<file path="config.mk">
export PLATFORM = sky130hd
export DESIGN_NAME = dram_refresh_ctrl
export DESIGN_NICKNAME = d
export VERILOG_FILES = /design/src/rtl/dref_pkg.sv /design/src/rtl/dref_tick.sv /design/src/rtl/dref_miss_cnt.sv /design/src/rtl/dref_seq.sv /design/src/rtl/dram_refresh_ctrl.sv
export SDC_FILE = /design/constraint.sdc
export NUM_CORES = 1
export LEC_CHECK = 0
export BUFFER_PORTS_ARGS = -buffer_cell sky130_fd_sc_hd__buf_2
export CAP_MARGIN = 20
export CORE_MARGIN = 2
export CORE_UTILIZATION = 56
export CTS_BUF_LIST = sky130_fd_sc_hd__clkbuf_8
export DETAILED_ROUTE_END_ITERATION = 6
export PLACE_DENSITY = 0.9
export SLEW_MARGIN = 10
export SYNTH_ARGS = -nofsm -noshare
export SYNTH_HDL_FRONTEND = slang
export SYNTH_HIERARCHICAL = 1
export SYNTH_SLANG_ARGS = --single-unit
</file>
<file path="constraint.sdc">
create_clock -name clk -period 3.3 [get_ports clk]
set_clock_uncertainty 0.1 [all_clocks]
set_input_delay 0.33 -clock clk [delete_from_list [all_inputs] [get_ports clk]]
set_output_delay 0.33 -clock clk [all_outputs]
set_load 0.05 [all_outputs]
</file>
<file path="src/rtl/dref_pkg.sv">
package dref_pkg;
  typedef enum logic [2:0] {
    ST_IDLE  = 3'd0,
    ST_T1    = 3'd1,
    ST_T2    = 3'd2,
    ST_T3    = 3'd3,
    ST_GRANT = 3'd4
  } dref_state_e;
endpackage

</file>
<file path="src/rtl/dref_tick.sv">
// Periodic request timer: one tick every (interval + 1) enabled cycles.
module dref_tick #(
  parameter int IVL_W = 16
) (
  input  logic             clk,
  input  logic             rst_n,
  input  logic             enable,
  input  logic [IVL_W-1:0] interval,
  output logic             tick
);
  logic [IVL_W-1:0] cnt_q, cnt_d;

  always_comb begin
    tick = enable && (cnt_q == interval);
    if (!enable || tick) cnt_d = '0;
    else                 cnt_d = cnt_q + 1'b1;
  end

  always_ff @(posedge clk or negedge rst_n) begin
    if (!rst_n) cnt_q <= '0;
    else        cnt_q <= cnt_d;
  end
endmodule

</file>
<file path="src/rtl/dref_miss_cnt.sv">
// Saturating count of refresh requests not yet served.
module dref_miss_cnt #(
  parameter int MISS_W = 3
) (
  input  logic clk,
  input  logic rst_n,
  input  logic inc,
  input  logic dec,
  output logic pend_nz
);
  localparam logic [MISS_W-1:0] MAX_V = '1;

  logic [MISS_W-1:0] pend_q, pend_d;
  logic              pend_en;

  always_comb begin
    pend_en = inc ^ dec;
    pend_d  = pend_q;
    if (inc && !dec && pend_q != MAX_V) pend_d = pend_q + 1'b1;
    else if (dec && !inc)               pend_d = pend_q - 1'b1;
  end

  always_ff @(posedge clk or negedge rst_n) begin
    if (!rst_n)       pend_q <= '0;
    else if (pend_en) pend_q <= pend_d;
  end

  assign pend_nz = (pend_q != '0);
endmodule

</file>
<file path="src/rtl/dref_seq.sv">
// Burst and phase sequencer with bus hand-off between bursts.
module dref_seq
  import dref_pkg::*;
#(
  parameter int BURST_W = 4,
  parameter int WAIT_W  = 3
) (
  input  logic               clk,
  input  logic               rst_n,
  input  logic               pend_nz,
  input  logic               bus_req,
  input  logic [BURST_W-1:0] burst_len,
  input  logic [WAIT_W-1:0]  wait_t1,
  input  logic [WAIT_W-1:0]  wait_t2,
  input  logic [WAIT_W-1:0]  wait_t3,
  output dref_state_e        state,
  output logic               take
);
  dref_state_e        st_q, st_d;
  logic [WAIT_W-1:0]  wcnt_q, wcnt_d, phase_wait;
  logic [BURST_W-1:0] tcnt_q, tcnt_d;
  logic               phase_done;

  always_comb begin
    unique case (st_q)
      ST_T1:   phase_wait = wait_t1;
      ST_T2:   phase_wait = wait_t2;
      ST_T3:   phase_wait = wait_t3;
      default: phase_wait = '0;
    endcase
    phase_done = (wcnt_q == phase_wait);
  end

  always_comb begin
    st_d   = st_q;
    wcnt_d = wcnt_q;
    tcnt_d = tcnt_q;
    take   = 1'b0;
    unique case (st_q)
      ST_IDLE: begin
        if (bus_req) begin
          st_d = ST_GRANT;
        end else if (pend_nz) begin
          st_d   = ST_T1;
          take   = 1'b1;
          wcnt_d = '0;
          tcnt_d = burst_len;
        end
      end
      ST_T1, ST_T2, ST_T3: begin
        if (!phase_done) begin
          wcnt_d = wcnt_q + 1'b1;
        end else begin
          wcnt_d = '0;
          if (st_q == ST_T1)      st_d = ST_T2;
          else if (st_q == ST_T2) st_d = ST_T3;
          else if (tcnt_q != '0) begin
            st_d   = ST_T1;
            tcnt_d = tcnt_q - 1'b1;
          end else begin
            st_d = ST_IDLE;
          end
        end
      end
      ST_GRANT: begin
        if (!bus_req) st_d = ST_IDLE;
      end
      default: st_d = ST_IDLE;
    endcase
  end

  always_ff @(posedge clk or negedge rst_n) begin
    if (!rst_n) begin
      st_q   <= ST_IDLE;
      wcnt_q <= '0;
      tcnt_q <= '0;
    end else begin
      st_q   <= st_d;
      wcnt_q <= wcnt_d;
      tcnt_q <= tcnt_d;
    end
  end

  assign state = st_q;
endmodule

</file>
<file path="src/rtl/dram_refresh_ctrl.sv">
module dram_refresh_ctrl
  import dref_pkg::*;
#(
  parameter int IVL_W   = 16,
  parameter int BURST_W = 4,
  parameter int WAIT_W  = 3,
  parameter int MISS_W  = 3,
  parameter int NCS     = 4
) (
  input  logic               clk,
  input  logic               rst_n,
  input  logic               enable,
  input  logic [IVL_W-1:0]   interval,
  input  logic [BURST_W-1:0] burst_len,
  input  logic [WAIT_W-1:0]  wait_t1,
  input  logic [WAIT_W-1:0]  wait_t2,
  input  logic [WAIT_W-1:0]  wait_t3,
  input  logic [NCS-1:0]     cs_sel,
  input  logic               bus_req,
  output logic               bus_grant,
  output logic               busy,
  output logic               ref_frame_n,
  output logic               ref_cas_n,
  output logic               ref_ras_n,
  output logic [1:0]         be_n,
  output logic [NCS-1:0]     cs_n
);
  logic        tick, take, pend_nz, in_txn;
  dref_state_e state;

  dref_tick #(.IVL_W(IVL_W)) u_tick (
    .clk      (clk),
    .rst_n    (rst_n),
    .enable   (enable),
    .interval (interval),
    .tick     (tick)
  );

  dref_miss_cnt #(.MISS_W(MISS_W)) u_miss (
    .clk     (clk),
    .rst_n   (rst_n),
    .inc     (tick),
    .dec     (take),
    .pend_nz (pend_nz)
  );

  dref_seq #(.BURST_W(BURST_W), .WAIT_W(WAIT_W)) u_seq (
    .clk       (clk),
    .rst_n     (rst_n),
    .pend_nz   (pend_nz),
    .bus_req   (bus_req),
    .burst_len (burst_len),
    .wait_t1   (wait_t1),
    .wait_t2   (wait_t2),
    .wait_t3   (wait_t3),
    .state     (state),
    .take      (take)
  );

  always_comb begin
    in_txn      = (state == ST_T1) || (state == ST_T2) || (state == ST_T3);
    busy        = in_txn;
    bus_grant   = (state == ST_GRANT);
    ref_frame_n = !in_txn;
    ref_cas_n   = !((state == ST_T1) || (state == ST_T2));
    ref_ras_n   = !(state == ST_T2);
    be_n        = in_txn ? 2'b00 : 2'b11;
    cs_n        = in_txn ? ~cs_sel : '1;
  end
endmodule

</file>
==> results.toml <==
[outcome]
status = "finished, final reports clean"

[power_and_ir_drop]
vdd_drop_max_mv = 0.300
p_switching_mw = 0.538
p_leak_nw = 1.04
clkPwrFrac_pct = 21.4
comb_power_share_pct = 41.4
p_seq_share_pct = 37.2
power_switching_share_pct = 42.8
p_per_area_nw_per_um2 = 514
p_int_mw = 0.719

[drt]
drt_wl_total_um = 4430
drc = 0
dr.pass1.iters = 4
drt_iter0_drc = 131
vias = 1853
routed_via_density = 5.62
wl_per_cell_um = 13.4
detail-route-antenna-nets = 0

[place]
post-dp-hpwl_um = 3390
port_buffers = 47
routabilityCongestion = 0.865
dpl-instance-area_um2 = 2360
dp.cells = 321

[clocking]
clk_latency_ps = 280
htree_levels = 2
cts_setup_buffers = 0
cts_root_buf = "clkbuf_8"
clockBufferDepth = 2
cts_tree = "built"
cts_made_buffers = 5
cts.sinks = 29
path_clk_slew_ps = 60

[global_route]
grt_pass1_wl_um = 7650
grt_max_degree = 30
grt_pass1_vias = 1778
grt_usage_pct = 23.3
antenna_found_initial = 0
grt-ovfl-total = 0

[worst_hold_path]
min_path_type = "in -> reg"

[timing]
finalSetupViolCount = 0
rsz0062_at_grt = "false"
hold_viol_final = 0
slew_viol_final = 0
finalCritPeriodShare_pct = 87.5
whs_ps = 196
slew_headroom_pct = 38.5
worst-slew-pin-transition_ps = 911
max_freq_mhz = 346
fin_setup_tns_ps = 0
period_minus_slack_ps = 2890

[synthesis]
synthDistinctLibCells = 57
synth_top_family_by_area = "simple AND/OR/NAND/NOR gates"
synthSimpleGateAreaFrac_pct = 26.7
syn-cell-area_um2 = 2110
ys.flop_type = "dfrtp_1"
ys_ff_latch = 29
syn_area_per_cell_um2 = 9.06
yosys.area.top_type = "dfrtp_1"
synth-async-reset-ratio_pct = 100
synth_compound_area_share_pct = 13.2
synth.area.top_cells = "dfrtp_1, xnor2_1, nor2_1"
yosysWarnings = 6
synth.top_cell.area_share_pct = 34.4
synth_edf_count = 0
synthAdderAreaFrac_pct = 4.50
synth.area.mux_share_pct = 3.38
ys_seq_area_share_pct = 34.4
synthXorXnorAreaFrac_pct = 12.4
synth.most_common_cell = "dfrtp_1"
syn-instance-count = 233
synth_common_cells = "dfrtp_1, xnor2_1, nor2_1"
syn_nets = 277

[critical_path]
worst-path-buf-inv = 1
crit_path_end_kind = "flip-flop"
max_stage_delay_ps = 540
crit_family = "simple AND/OR/NAND/NOR gates"
arrival_ps = 2960
start_kind = "flip-flop"
cp_slowest_cell = "or4_1"
crit_chain = "or3_1 > or4b_4 > nor2_1 > inv_1 > ha_1 > nand2_1 > fa_1 > or4_1 > o211a_1"
cp_data_required_time_ps = 3370
critPathMaxFanout = 7
worstSetupPathType = "reg -> reg"

[floorplan]
rows = 22
dieArea_um2 = 4280
fp.dieH_um = 65.4
die_x_um = 65.4
core_um2 = 3630
initial_utilization_pct = 58.1
io_pins = 48

[finish]
syn_to_final_growth_pct = 15.8
final.fill_count = 302
utilization_pct = 67.3
fin_area_um2 = 2450
final_cells = 330
insertedDiodeCount = 0
nets = 325
drive_above_1_share_pct = 23.4

[flow_run]
maxCapViolations = 0
-- cell usage in the layout (no fill, tap or decap), drive strengths merged, types with 8 or more instances in the layout --
master / n
buf: 50
dfrtp: 29
xnor2: 25
nor2: 24
nand2: 21
inv: 14
nand3: 9
o21ai: 9
nand4: 9
a21oi: 8
-- through the flow --
stage	worst slack, ps	power, mW
2_1_floorplan	510	0.878
3_3_place_gp	511	0.980
3_5_place_dp	422	0.993
4_1_cts	413	1.27
5_1_grt	211	1.35
6_report	414	1.26
-- power groups by stage --
| stage | Clock [mW] | Combinational [mW] | Sequential [mW] |
|---|---|---|---|
| 3_5_place_dp | 0 | 0.520 | 0.473 |
| 6_report | 0.269 | 0.520 | 0.468 |
| 4_1_cts | 0.280 | 0.522 | 0.467 |
| 3_3_place_gp | 0 | 0.510 | 0.469 |
| 5_1_grt | 0.297 | 0.577 | 0.477 |
| 2_1_floorplan | 0 | 0.420 | 0.458 |
-- worst register-to-register path, delay by kind of cell (launching register included) --
family | cells | cell delay [ps]
simple gates | 5 | 1360
fa+ha+maj | 2 | 680
flops | 1 | 440
compound gates | 1 | 120
buf+inv | 1 | 80
-- path summary, 6_finish.rpt --
check	end	startpoint	slack (ps)	cells past startpoint
max reg2reg	u_miss/pend_q[2]	u_miss/pend_q[2]	410	9
min in group asynchronous	u_miss/pend_q[2]	rst_n	530	2
min	u_seq/state[2]	bus_req	200	2
max	u_miss/pend_q[2]	u_miss/pend_q[2]	410	9
min reg2reg	u_tick/cnt_q[0]	u_tick/cnt_q[0]	460	1
max in group asynchronous	u_tick/cnt_q[14]	rst_n	2130	2
-- sequential cells by signal (all words and copies together), names as in the netlist --
| signal | cells |
|---|---|
| u_tick/cnt_q | 16 |
| u_seq/tcnt_q | 4 |
| u_miss/pend_q | 3 |
| u_seq/state | 3 |
| u_seq/wcnt_q | 3 |
-- metal layers --
layer  track usage (%)  vias up  routed length (µm)
li1                  -      921                   -
met2              41.6       72                2220
met5                 0        -                   0
met1              26.6      849                1860
met3              5.31       11                 271
met4              10.2        0                  81
-- cell type report --
cell class                      count  area [µm²]  share of cell area [%]
Sequential cell                    29         726                    29.7
Tap cell                           48        60.1                    2.46
Inverter                           11        41.3                    1.69
Multi-Input combinational cell    183        1270                    52.0
Timing Repair Buffer               51         268                    10.9
Clock inverter                      3        11.3                   0.460
Clock buffer                        5        68.8                    2.81
-- timing repair --
action                                 4_1_cts  5_1_grt
hold buffers                                 1        0
gates resized for setup                      0        0
endpoints found under the hold margin       15        0
-- kinds of logic after synthesis --
kind of cell | after synthesis
muxes | 7
buffers and inverters | 21
DFF | 29
and+or+nand+nor | 103
adders and majority gates | 7
xor gates and xnor gates | 30
AOI/OAI and AO/OA | 36
Power figures use the tool's default switching activity.
